[src/rtl/ddrsch_pkg.sv]
package ddrsch_pkg;

  typedef enum logic [2:0] {
    CMD_NOP  = 3'd0,
    CMD_RD   = 3'd1,
    CMD_RDA  = 3'd2,
    CMD_WR   = 3'd3,
    CMD_STOP = 3'd4
  } cmd_e;

  localparam int COL_MAX_W = 16;

  // beats in one burst for a length code
  function automatic logic [3:0] burst_len(input logic [1:0] code);
    case (code)
      2'd0:    return 4'd2;
      2'd1:    return 4'd4;
      default: return 4'd8;
    endcase
  endfunction

  // column of beat idx inside the aligned block of len beats
  function automatic logic [COL_MAX_W-1:0] wrap_col(input logic [COL_MAX_W-1:0] start,
                                                    input logic [3:0] idx,
                                                    input logic [3:0] len);
    logic [COL_MAX_W-1:0] m;
    m = COL_MAX_W'(len) - 1'b1;
    return (start & ~m) | ((start + COL_MAX_W'(idx)) & m);
  endfunction

endpackage

[src/rtl/ddrsch_cmd_delay.sv]
module ddrsch_cmd_delay
  import ddrsch_pkg::*;
#(
  parameter int BANK_W = 2,
  parameter int COL_W  = 10
) (
  input  logic              clk,
  input  logic              rst_n,
  input  logic              cl3,
  input  logic [2:0]        cmd,
  input  logic [BANK_W-1:0] bank,
  input  logic [COL_W-1:0]  col,
  output logic              launch,
  output logic              stop_hit,
  output logic              pre_hit,
  output logic [BANK_W-1:0] l_bank,
  output logic [COL_W-1:0]  l_col
);

  localparam int MAX_CL = 3;
  localparam int DLY    = MAX_CL - 1;

  logic              is_rd, is_stop;
  logic [DLY-1:0]    rd_q, st_q;
  logic [BANK_W-1:0] bk_q [DLY];
  logic [COL_W-1:0]  cq_q [DLY];
  logic              tap;

  assign is_rd   = (cmd_e'(cmd) == CMD_RD) || (cmd_e'(cmd) == CMD_RDA);
  assign is_stop = (cmd_e'(cmd) == CMD_STOP);

  always_ff @(posedge clk or negedge rst_n) begin
    if (!rst_n) begin
      rd_q <= '0;
      st_q <= '0;
      for (int i = 0; i < DLY; i++) begin
        bk_q[i] <= '0;
        cq_q[i] <= '0;
      end
    end else begin
      rd_q[0] <= is_rd;
      st_q[0] <= is_stop;
      bk_q[0] <= bank;
      cq_q[0] <= col;
      for (int i = 1; i < DLY; i++) begin
        rd_q[i] <= rd_q[i-1];
        st_q[i] <= st_q[i-1];
        bk_q[i] <= bk_q[i-1];
        cq_q[i] <= cq_q[i-1];
      end
    end
  end

  // stage index for the selected latency: CL-2
  assign tap      = cl3;
  assign launch   = rd_q[tap];
  assign stop_hit = st_q[tap];
  assign l_bank   = bk_q[tap];
  assign l_col    = cq_q[tap];
  // one cycle ahead of launch
  assign pre_hit  = cl3 ? rd_q[0] : is_rd;

endmodule

[src/rtl/ddrsch_burst_gen.sv]
module ddrsch_burst_gen
  import ddrsch_pkg::*;
#(
  parameter int BANK_W = 2,
  parameter int COL_W  = 10,
  parameter int DW     = 16
) (
  input  logic              clk,
  input  logic              rst_n,
  input  logic [1:0]        bl_code,
  input  logic              launch,
  input  logic              stop_hit,
  input  logic [BANK_W-1:0] l_bank,
  input  logic [COL_W-1:0]  l_col,
  output logic              emit,
  output logic              oe,
  output logic [BANK_W-1:0] bank_o,
  output logic [COL_W-1:0]  col0_o,
  output logic [COL_W-1:0]  col1_o,
  output logic [DW-1:0]     dat0_o,
  output logic [DW-1:0]     dat1_o
);

  function automatic logic [DW-1:0] beat_word(input logic [BANK_W-1:0] b,
                                              input logic [COL_W-1:0] c);
    return ~DW'({b, c});
  endfunction

  logic [3:0]        len;
  logic              act_q, n_act;
  logic [3:0]        idx_q, n_idx, b_idx;
  logic [BANK_W-1:0] bank_q, n_bank;
  logic [COL_W-1:0]  col_q, n_col;
  logic [COL_W-1:0]  c0, c1;

  assign len = burst_len(bl_code);

  always_comb begin
    emit   = 1'b0;
    n_act  = 1'b0;
    n_idx  = idx_q;
    n_bank = bank_q;
    n_col  = col_q;
    b_idx  = idx_q;
    if (launch) begin
      emit   = 1'b1;
      n_bank = l_bank;
      n_col  = l_col;
      b_idx  = 4'd0;
      n_idx  = 4'd2;
      n_act  = (len > 4'd2);
    end else if (stop_hit) begin
      emit  = 1'b0;
      n_act = 1'b0;
    end else if (act_q) begin
      emit  = 1'b1;
      n_idx = idx_q + 4'd2;
      n_act = ((idx_q + 4'd2) < len);
    end
    c0 = COL_W'(wrap_col(COL_MAX_W'(n_col), b_idx, len));
    c1 = COL_W'(wrap_col(COL_MAX_W'(n_col), b_idx + 4'd1, len));
  end

  always_ff @(posedge clk or negedge rst_n) begin
    if (!rst_n) begin
      act_q  <= 1'b0;
      idx_q  <= '0;
      bank_q <= '0;
      col_q  <= '0;
      oe     <= 1'b0;
      col0_o <= '0;
      col1_o <= '0;
      dat0_o <= '0;
      dat1_o <= '0;
    end else begin
      act_q  <= n_act;
      idx_q  <= n_idx;
      bank_q <= n_bank;
      col_q  <= n_col;
      oe     <= emit;
      col0_o <= emit ? c0 : '0;
      col1_o <= emit ? c1 : '0;
      dat0_o <= emit ? beat_word(n_bank, c0) : '0;
      dat1_o <= emit ? beat_word(n_bank, c1) : '0;
    end
  end

  assign bank_o = bank_q;

  a_r5_launch_drives: assert property (@(posedge clk) disable iff (!rst_n)
    launch |=> oe);
  a_r7_stop_quiets: assert property (@(posedge clk) disable iff (!rst_n)
    (stop_hit && !launch) |=> !oe);
  a_r3_idx_bound: assert property (@(posedge clk) disable iff (!rst_n)
    idx_q <= len);
  a_r5_continue: assert property (@(posedge clk) disable iff (!rst_n)
    (act_q && !launch && !stop_hit) |=> oe);

endmodule

[src/rtl/ddrsch_amble.sv]
module ddrsch_amble (
  input  logic clk,
  input  logic rst_n,
  input  logic pre_hit,
  input  logic emit,
  input  logic oe_now,
  output logic pre_q,
  output logic post_q
);

  always_ff @(posedge clk or negedge rst_n) begin
    if (!rst_n) begin
      pre_q  <= 1'b0;
      post_q <= 1'b0;
    end else begin
      pre_q  <= pre_hit && !emit;
      post_q <= oe_now && !emit;
    end
  end

  a_r8_pre_quiet: assert property (@(posedge clk) disable iff (!rst_n)
    pre_q |-> !oe_now);
  a_r9_post_follows: assert property (@(posedge clk) disable iff (!rst_n)
    post_q |-> (!oe_now && $past(oe_now)));

endmodule

[src/rtl/ddr_rd_sched.sv]
module ddr_rd_sched
  import ddrsch_pkg::*;
#(
  parameter int BANK_W = 2,
  parameter int COL_W  = 10,
  parameter int DW     = 16
) (
  input  logic              clk,
  input  logic              rst_n,
  input  logic              cfg_cl3,
  input  logic [1:0]        cfg_bl,
  input  logic [2:0]        cmd,
  input  logic [BANK_W-1:0] cmd_bank,
  input  logic [COL_W-1:0]  cmd_col,
  output logic              bus_oe,
  output logic [BANK_W-1:0] beat_bank,
  output logic [COL_W-1:0]  rise_col,
  output logic [COL_W-1:0]  fall_col,
  output logic [DW-1:0]     rise_data,
  output logic [DW-1:0]     fall_data,
  output logic              strobe_pre,
  output logic              strobe_post
);

  logic              launch, stop_hit, pre_hit, emit;
  logic [BANK_W-1:0] l_bank;
  logic [COL_W-1:0]  l_col;

  initial begin
    if (COL_W > COL_MAX_W) $error("COL_W too wide");
  end

  ddrsch_cmd_delay #(.BANK_W(BANK_W), .COL_W(COL_W)) u_dly (
    .clk(clk), .rst_n(rst_n), .cl3(cfg_cl3), .cmd(cmd), .bank(cmd_bank), .col(cmd_col),
    .launch(launch), .stop_hit(stop_hit), .pre_hit(pre_hit), .l_bank(l_bank), .l_col(l_col)
  );

  ddrsch_burst_gen #(.BANK_W(BANK_W), .COL_W(COL_W), .DW(DW)) u_gen (
    .clk(clk), .rst_n(rst_n), .bl_code(cfg_bl), .launch(launch), .stop_hit(stop_hit),
    .l_bank(l_bank), .l_col(l_col), .emit(emit), .oe(bus_oe), .bank_o(beat_bank),
    .col0_o(rise_col), .col1_o(fall_col), .dat0_o(rise_data), .dat1_o(fall_data)
  );

  ddrsch_amble u_amb (
    .clk(clk), .rst_n(rst_n), .pre_hit(pre_hit), .emit(emit), .oe_now(bus_oe),
    .pre_q(strobe_pre), .post_q(strobe_post)
  );

  a_r1_reset_idle: assert property (@(posedge clk) $rose(rst_n) |-> (!bus_oe && !strobe_pre && !strobe_post));

endmodule

[config.mk]
export PLATFORM = sky130hd
export DESIGN_NAME = ddr_rd_sched
export DESIGN_NICKNAME = d
export VERILOG_FILES = /design/src/rtl/ddrsch_pkg.sv /design/src/rtl/ddrsch_cmd_delay.sv /design/src/rtl/ddrsch_burst_gen.sv /design/src/rtl/ddrsch_amble.sv /design/src/rtl/ddr_rd_sched.sv
export SDC_FILE = /design/constraint.sdc
export NUM_CORES = 1
export LEC_CHECK = 0
export ABC_AREA = 1
export BUFFER_PORTS_ARGS = -buffer_cell sky130_fd_sc_hd__buf_4
export CAP_MARGIN = 5
export CORE_ASPECT_RATIO = 0.8
export CORE_UTILIZATION = 40
export CTS_CLUSTER_SIZE = 16
export DETAILED_ROUTE_END_ITERATION = 8
export GPL_TIMING_DRIVEN = 0
export HOLD_SLACK_MARGIN = 0.06
export SLEW_MARGIN = 0
export SYNTH_ARGS = -nofsm -noshare
export SYNTH_HDL_FRONTEND = slang
export SYNTH_SLANG_ARGS = --single-unit
export TNS_END_PERCENT = 1
[constraint.sdc]
create_clock -name clk -period 2.3 [get_ports clk]
set_clock_uncertainty 0.2 [all_clocks]
set_input_delay 0.115 -clock clk [delete_from_list [all_inputs] [get_ports clk]]
set_output_delay 0.115 -clock clk [all_outputs]
set_load 0.03 [all_outputs]
After elaboration in Yosys (flattened, before gate mapping)
Cells that the tools add are included.
{"block": "word_totals", "regBits": 100, "inputBits": 20}
{"block": "op_classes", "n_addsub": 5, "magnitude_cmp": 4, "eq_ne": 5, "mux": 28, "n_bitwise": 9, "reduce_logical": 7}
{"cell": "$mux 10", "n": 6}
{"cell": "$mux 16", "n": 2}
{"cell": "$not 12->16", "n": 2}
{"cell": "$and 10x10->10", "n": 3}
{"cell": "$add 10x4->10", "n": 2}
{"cell": "$or 10x10->10", "n": 2}
{"cell": "$mux 4", "n": 4}
{"cell": "$mux 1", "n": 11}
{"cell": "$not 10->10", "n": 1}
{"cell": "$mux 2", "n": 4}
{"cell": "$pmux 4 s2", "n": 1}
{"cell": "$sub 4x1->5 const B", "n": 1}
{"cell": "$add 4x1->4 const B", "n": 1}
{"cell": "$add 4x2->4 const B", "n": 1}
{"cell": "$gt 4x2->1 const B", "n": 1}
{"cell": "$lt 4x4->1", "n": 1}
{"cell": "$eq 3x1->1 const B", "n": 1}
{"cell": "$eq 3x2->1 const B", "n": 1}
{"cell": "$eq 3x3->1 const B", "n": 1}
{"cell": "$eq 2x1->1 const B", "n": 1}
{"cell": "$ge 2x2->1 const B", "n": 1}
{"cell": "$logic_and 1x1->1", "n": 2}
{"cell": "$logic_not 2->1", "n": 1}
{"cell": "$lt 1x2->1 const B", "n": 1}
{"cell": "other kinds (6)", "n": 6}

Depth between registers and ports, before layout
{"block": "depth", "word_depth": 10, "mapped_depth": 14}

Hierarchy
From an unflattened synthesis, not the netlist that was laid out.
{"block": "hier_totals", "cells_unflattened": 300, "area_unflattened_um2": 3101.7}
{"mod": "ddrsch_burst_gen", "instances": 1, "cells_per_inst": 210, "area_each_um2": 2059.5, "seq_area_each_um2": 1126.1}
{"mod": "ddrsch_cmd_delay", "instances": 1, "cells_per_inst": 84, "area_each_um2": 977.2, "seq_area_each_um2": 700.7}
{"mod": "ddrsch_amble", "instances": 1, "cells_per_inst": 6, "area_each_um2": 65.1, "seq_area_each_um2": 50.0}

Least setup slack after synthesis
No wires, ideal clock.
{"block": "synth_timing", "path_kind": "flip-flop to flip-flop", "startpoint": "register u_dly.rd_q[0]", "endpoint": "register u_gen.col1_o[2]", "setup_time_ns": 0.071, "arrival_time_ns": 1.821, "setup_slack_ns": 0.207, "path_stages_with_launch": 14, "period_less_slack_ns": 2.093, "cell_sequence": "dfrtp_1 nand2_2 nand2_4 buf_6 nor2_1 a31oi_1 ha_1 inv_1 fa_1 nor2_1 nor2_1 nand2_1 nand2_1 nor2_1"}
{"block": "synth_between", "elab_cells_between_ends": 11, "classes_between": "add/sub: 2; mux: 6; bitwise: 3"}
{"item": "from (decl)", "line_no": "ddrsch_cmd_delay.sv:24", "text": "logic [DLY-1:0] rd_q, st_q;"}
{"item": "from (signal assigned)", "line_no": "ddrsch_cmd_delay.sv:41", "text": "rd_q[0] <= is_rd;"}
{"item": "from (signal, indexed assignment)", "line_no": "ddrsch_cmd_delay.sv:46", "text": "rd_q[i] <= rd_q[i-1];"}
{"item": "$mux 1 (not written as such) (2 in a row)", "line_no": "ddrsch_cmd_delay.sv:56", "text": "assign launch = rd_q[tap];"}
{"item": "$mux 10", "line_no": "ddrsch_burst_gen.sv:45", "text": "if (launch) begin"}
{"item": "net u_gen.n_col[0]", "line_no": "ddrsch_burst_gen.sv:33", "text": "logic [COL_W-1:0] col_q, n_col;"}
{"item": "$add 10x4->10", "line_no": "ddrsch_pkg.sv:28", "text": "return (start & ~m) | ((start + COL_MAX_W'(idx)) & m);"}
{"item": "$and 10x10->10", "line_no": "ddrsch_pkg.sv:28"}
{"item": "$or 10x10->10", "line_no": "ddrsch_pkg.sv:28"}
{"item": "$mux 10", "line_no": "ddrsch_burst_gen.sv:82", "text": "col1_o <= emit ? c1 : '0;"}
{"item": "to (signal assigned)", "line_no": "ddrsch_burst_gen.sv:82"}
{"item": "to (decl)", "line_no": "ddrsch_burst_gen.sv:19", "text": "output logic [COL_W-1:0] col1_o,"}
The timed path passes the listed nets, and every way through them passes these cells. The select of a mux whose other input is x is not followed.
A chain may end at the register's enable or synchronous reset.

Worst setup path after layout
Ends and elaborated chain as after synthesis.

==> flow_metrics.tcl <==
set metrics [dict create \
    die_x_microns 99.38 \
    vias_per_cell 4.294 \
    antenna_found_initial 0 \
    dr.pass1.iters 4 \
    worstSetupStartpoint "u_dly.rd_q[0]" \
    reg2reg_to "u_gen.col1_o[2]" \
    wl_microns 5893 \
    synth.cell_area_sq_mm 0.003034 \
    cpPeakStageDelay_ps 390 \
    synth_top_area_share_pct 63.51 \
    diodes 0 \
    worst_pin_slew_ps 944.6 \
    path_clk_slew_ps 80 \
    rsz0062_at_grt "yes" \
    synth.lib_cells_used.distinct 27 \
    grt_pass1_vias 2071 \
    cts_buffers 9 \
    crit_required_ps 2380 \
    wire_per_inst_microns 11.88 \
    cellLeakagePower_nw 2.232 \
    ys_top_cells_by_area "dfrtp_1 (64%), nand2_1 (6.7%), buf_4 (5.9%), nor2_1 (4.2%), ha_1 (3.7%)" \
    tns_ps 0 \
    ios 77 \
    rows 28 \
    nFillCells 623 \
    syn_area_per_cell_sq_um 10.88 \
    fin_nets 432 \
    cp-start-kind "flop" \
    grt_overflow_total 0 \
    clockBufferDepth 2 \
    core_sq_mm 0.007357 \
    setup_viol 0 \
    cts_sinks 77 \
    ys_warn_count 0 \
    fp.dieH_microns 79.90 \
    p_per_area_mw_per_mm2 1117 \
    timing.fmax_ghz 0.4507 \
    end_kind "flop" \
    crit_type "reg2reg" \
    ant_nets 0 \
    grt_max_degree 78 \
    crit_path_end "u_gen.col1_o[2]" \
    reg2reg_from "u_dly.rd_q[0]" \
    worstSkewPairLatency_ps 350 \
    drt-initial-drc-count 45 \
    maxCapViolations 0 \
    hold_violations 0 \
    yosysTopAreaCell "dfrtp_1" \
    outcome "finished, final reports clean" \
    ys_seq_elements 77 \
    worstHoldStart "cfg_cl3" \
    slew_headroom_pct 37.03 \
    place_congestion 0.7433 \
    rrSetupSlack_ps 80 \
    place_area_sq_mm 0.003721 \
    dieArea_sq_mm 0.007940 \
    cts-root-buf "clkbuf_8" \
    drv_slew 0 \
    io_buffers 76 \
    cts_tree "built" \
    area_growth_pct 40.99 \
    final_layout_size_suffix_gt1_share_pct 39.66 \
    ir_drop_v 0.0005502 \
    vias 2130 \
    start_util_pct 41.24 \
    ys_seq_area_share_pct 63.51 \
    slowest_stage "dfrtp_1" \
    crit_chain "nand2_2 > nand2_4 > buf_8 > nor2_4 > a31oi_4 > ha_2 > inv_2 > fa_2 > nor2_2 > nor2_1 > nand2_1 > nand2_1 > nor2_1" \
    ff2ff_path_depth 13 \
    place_hpwl_microns 3844 \
    crit_fanout 8 \
    worst_ep_arrival_time_ps 2300 \
    timing.final.crit_share_pct 96.46 \
    grt_first_pass_wirelength_microns 9577 \
    design_area_sq_mm 0.004278 \
    synth_cells 279 \
    period_minus_slack_ps 2219 \
    grt.total_usage_pct 16.22 \
    h-tree-depth 3 \
    min_path_type "in2reg" \
    drc 0 \
]
power by group:
part	internal, mW	switching, mW
combinational	0.825	1.19
sequential	1.62	0.135
clock	0.504	0.505
total	2.95	1.83
registers in the layout (all words and copies together), names as in the netlist:
register / cells
u_gen.act_q: 1
u_gen.dat1_o: 5
u_amb.post_q: 1
u_gen.idx_q: 3
u_gen.col_q: 10
u_gen.col1_o: 10
u_dly.rd_q: 2
u_dly.st_q: 2
u_dly.bk_q: 4
u_amb.pre_q: 1
u_gen.dat0_o: 12
u_gen.bank_o: 2
u_dly.cq_q: 20
u_gen.col0_o: 4
placed cells by master, fill, tap and decap left out, drive strengths merged, types with 6 or more instances in the layout:
cell and n:
clkbuf 9, dlygate4sd3 25, nand2 58, nand3 14, a21oi 6, buf 114
dfrtp 77, nor2 35, ha 9, inv 28, o21ai 11
cell type report:
cell class / count / area [sq um] / share of cell area [%]
Timing Repair Buffer: 110 / 888.4 / 20.77
Clock inverter: 7 / 73.82 / 1.726
Sequential cell: 77 / 1927 / 45.04
Tap cell: 90 / 112.6 / 2.632
Buffer: 29 / 227.7 / 5.323
Inverter: 27 / 108.9 / 2.545
Multi-Input combinational cell: 147 / 815.8 / 19.07
Clock buffer: 9 / 123.9 / 2.896
through the flow:
stage / power (mW) / worst slack (ps) / util, % / hold WS [ps] / std cells
after floorplan: 3.051 / 207.4 / - / -380.6 / 280
after global placement: 3.683 / -59.04 / 50.58 / 24.75 / 446
after detailed placement: 3.712 / -81.50 / 50.58 / 25.31 / 446
after CTS: 4.769 / 1.696 / 56.85 / 64.22 / 488
after global routing: 5.071 / -105.1 / 58.15 / 70.13 / 496
final: 4.779 / 81.43 / 58.15 / 71.77 / 496
timing repair:
action | 4_1_cts | 5_1_grt
buffers inserted | 1 | 8
hold buffers | 25 | 1
hold endpoints to repair | 103 | 3
pin swaps | 0 | 10
setup endpoints to repair | 4 | 7
gates resized for setup | 1 | 13
critical path, delay by kind of cell, from the launching register on:
family,cells,cell delay (ps)
AND/OR/NAND/NOR,8,670
AO/OA/AOI/OAI,1,160
flip-flops,1,390
buffers and inverters,2,170
adder cells (fa/ha/maj),2,560
metal layers:
metal  GRT usage [%]  routed length [microns]  up-vias
li1                -                        -     1078
met1           21.27                     2721     1002
met2           25.28                     2860       44
met3           5.079                      253        6
met4           6.176                       58        0
met5               0                        0        -
worst min path at each step:
stage / endpoint / depth (start not counted) / slack (ps)
after detailed placement: u_dly.cq_q[14] / 1 / 30
after global routing: u_amb.pre_q / 4 / 70
after CTS: u_amb.pre_q / 4 / 60
final: u_amb.pre_q / 4 / 70
after global placement: u_dly.cq_q[17] / 1 / 20
after floorplan: u_amb.post_q / 0 / -380
Yosys cell counts:
| cell | n |
|---|---|
| fa_1 | 2 |
| inv_4 | 2 |
| or2_2 | 2 |
| inv_2 | 7 |
| o21ai_0 | 4 |
| conb_1 | 2 |
| buf_6 | 3 |
| nand4_1 | 1 |
| o211ai_1 | 2 |
| xor2_1 | 1 |
| o21ai_1 | 1 |
| ha_1 | 9 |
| dfrtp_1 | 77 |
| inv_1 | 18 |
| nand2_1 | 54 |
| nor2_4 | 1 |
| nand2_4 | 2 |
| buf_4 | 24 |
| nand2_2 | 2 |
| o21ai_2 | 6 |
| buf_2 | 2 |
| nand3_1 | 14 |
| nor3_1 | 1 |
| a31oi_1 | 1 |
| xnor2_1 | 1 |
| a21oi_1 | 6 |
| nor2_1 | 34 |
cells by family (layout without fill, tap and decap cells):
kind of cell	Yosys count	after routing	synth area share, %
other cells	2	3	0.2475
compound gates	20	20	4.247
buf+inv	56	182	10.89
flops	77	77	63.51
simple gates	111	111	15.50
xor+xnor	2	2	0.5774
fa+ha+maj	11	11	5.031
(Power assumes the default switching activity.)
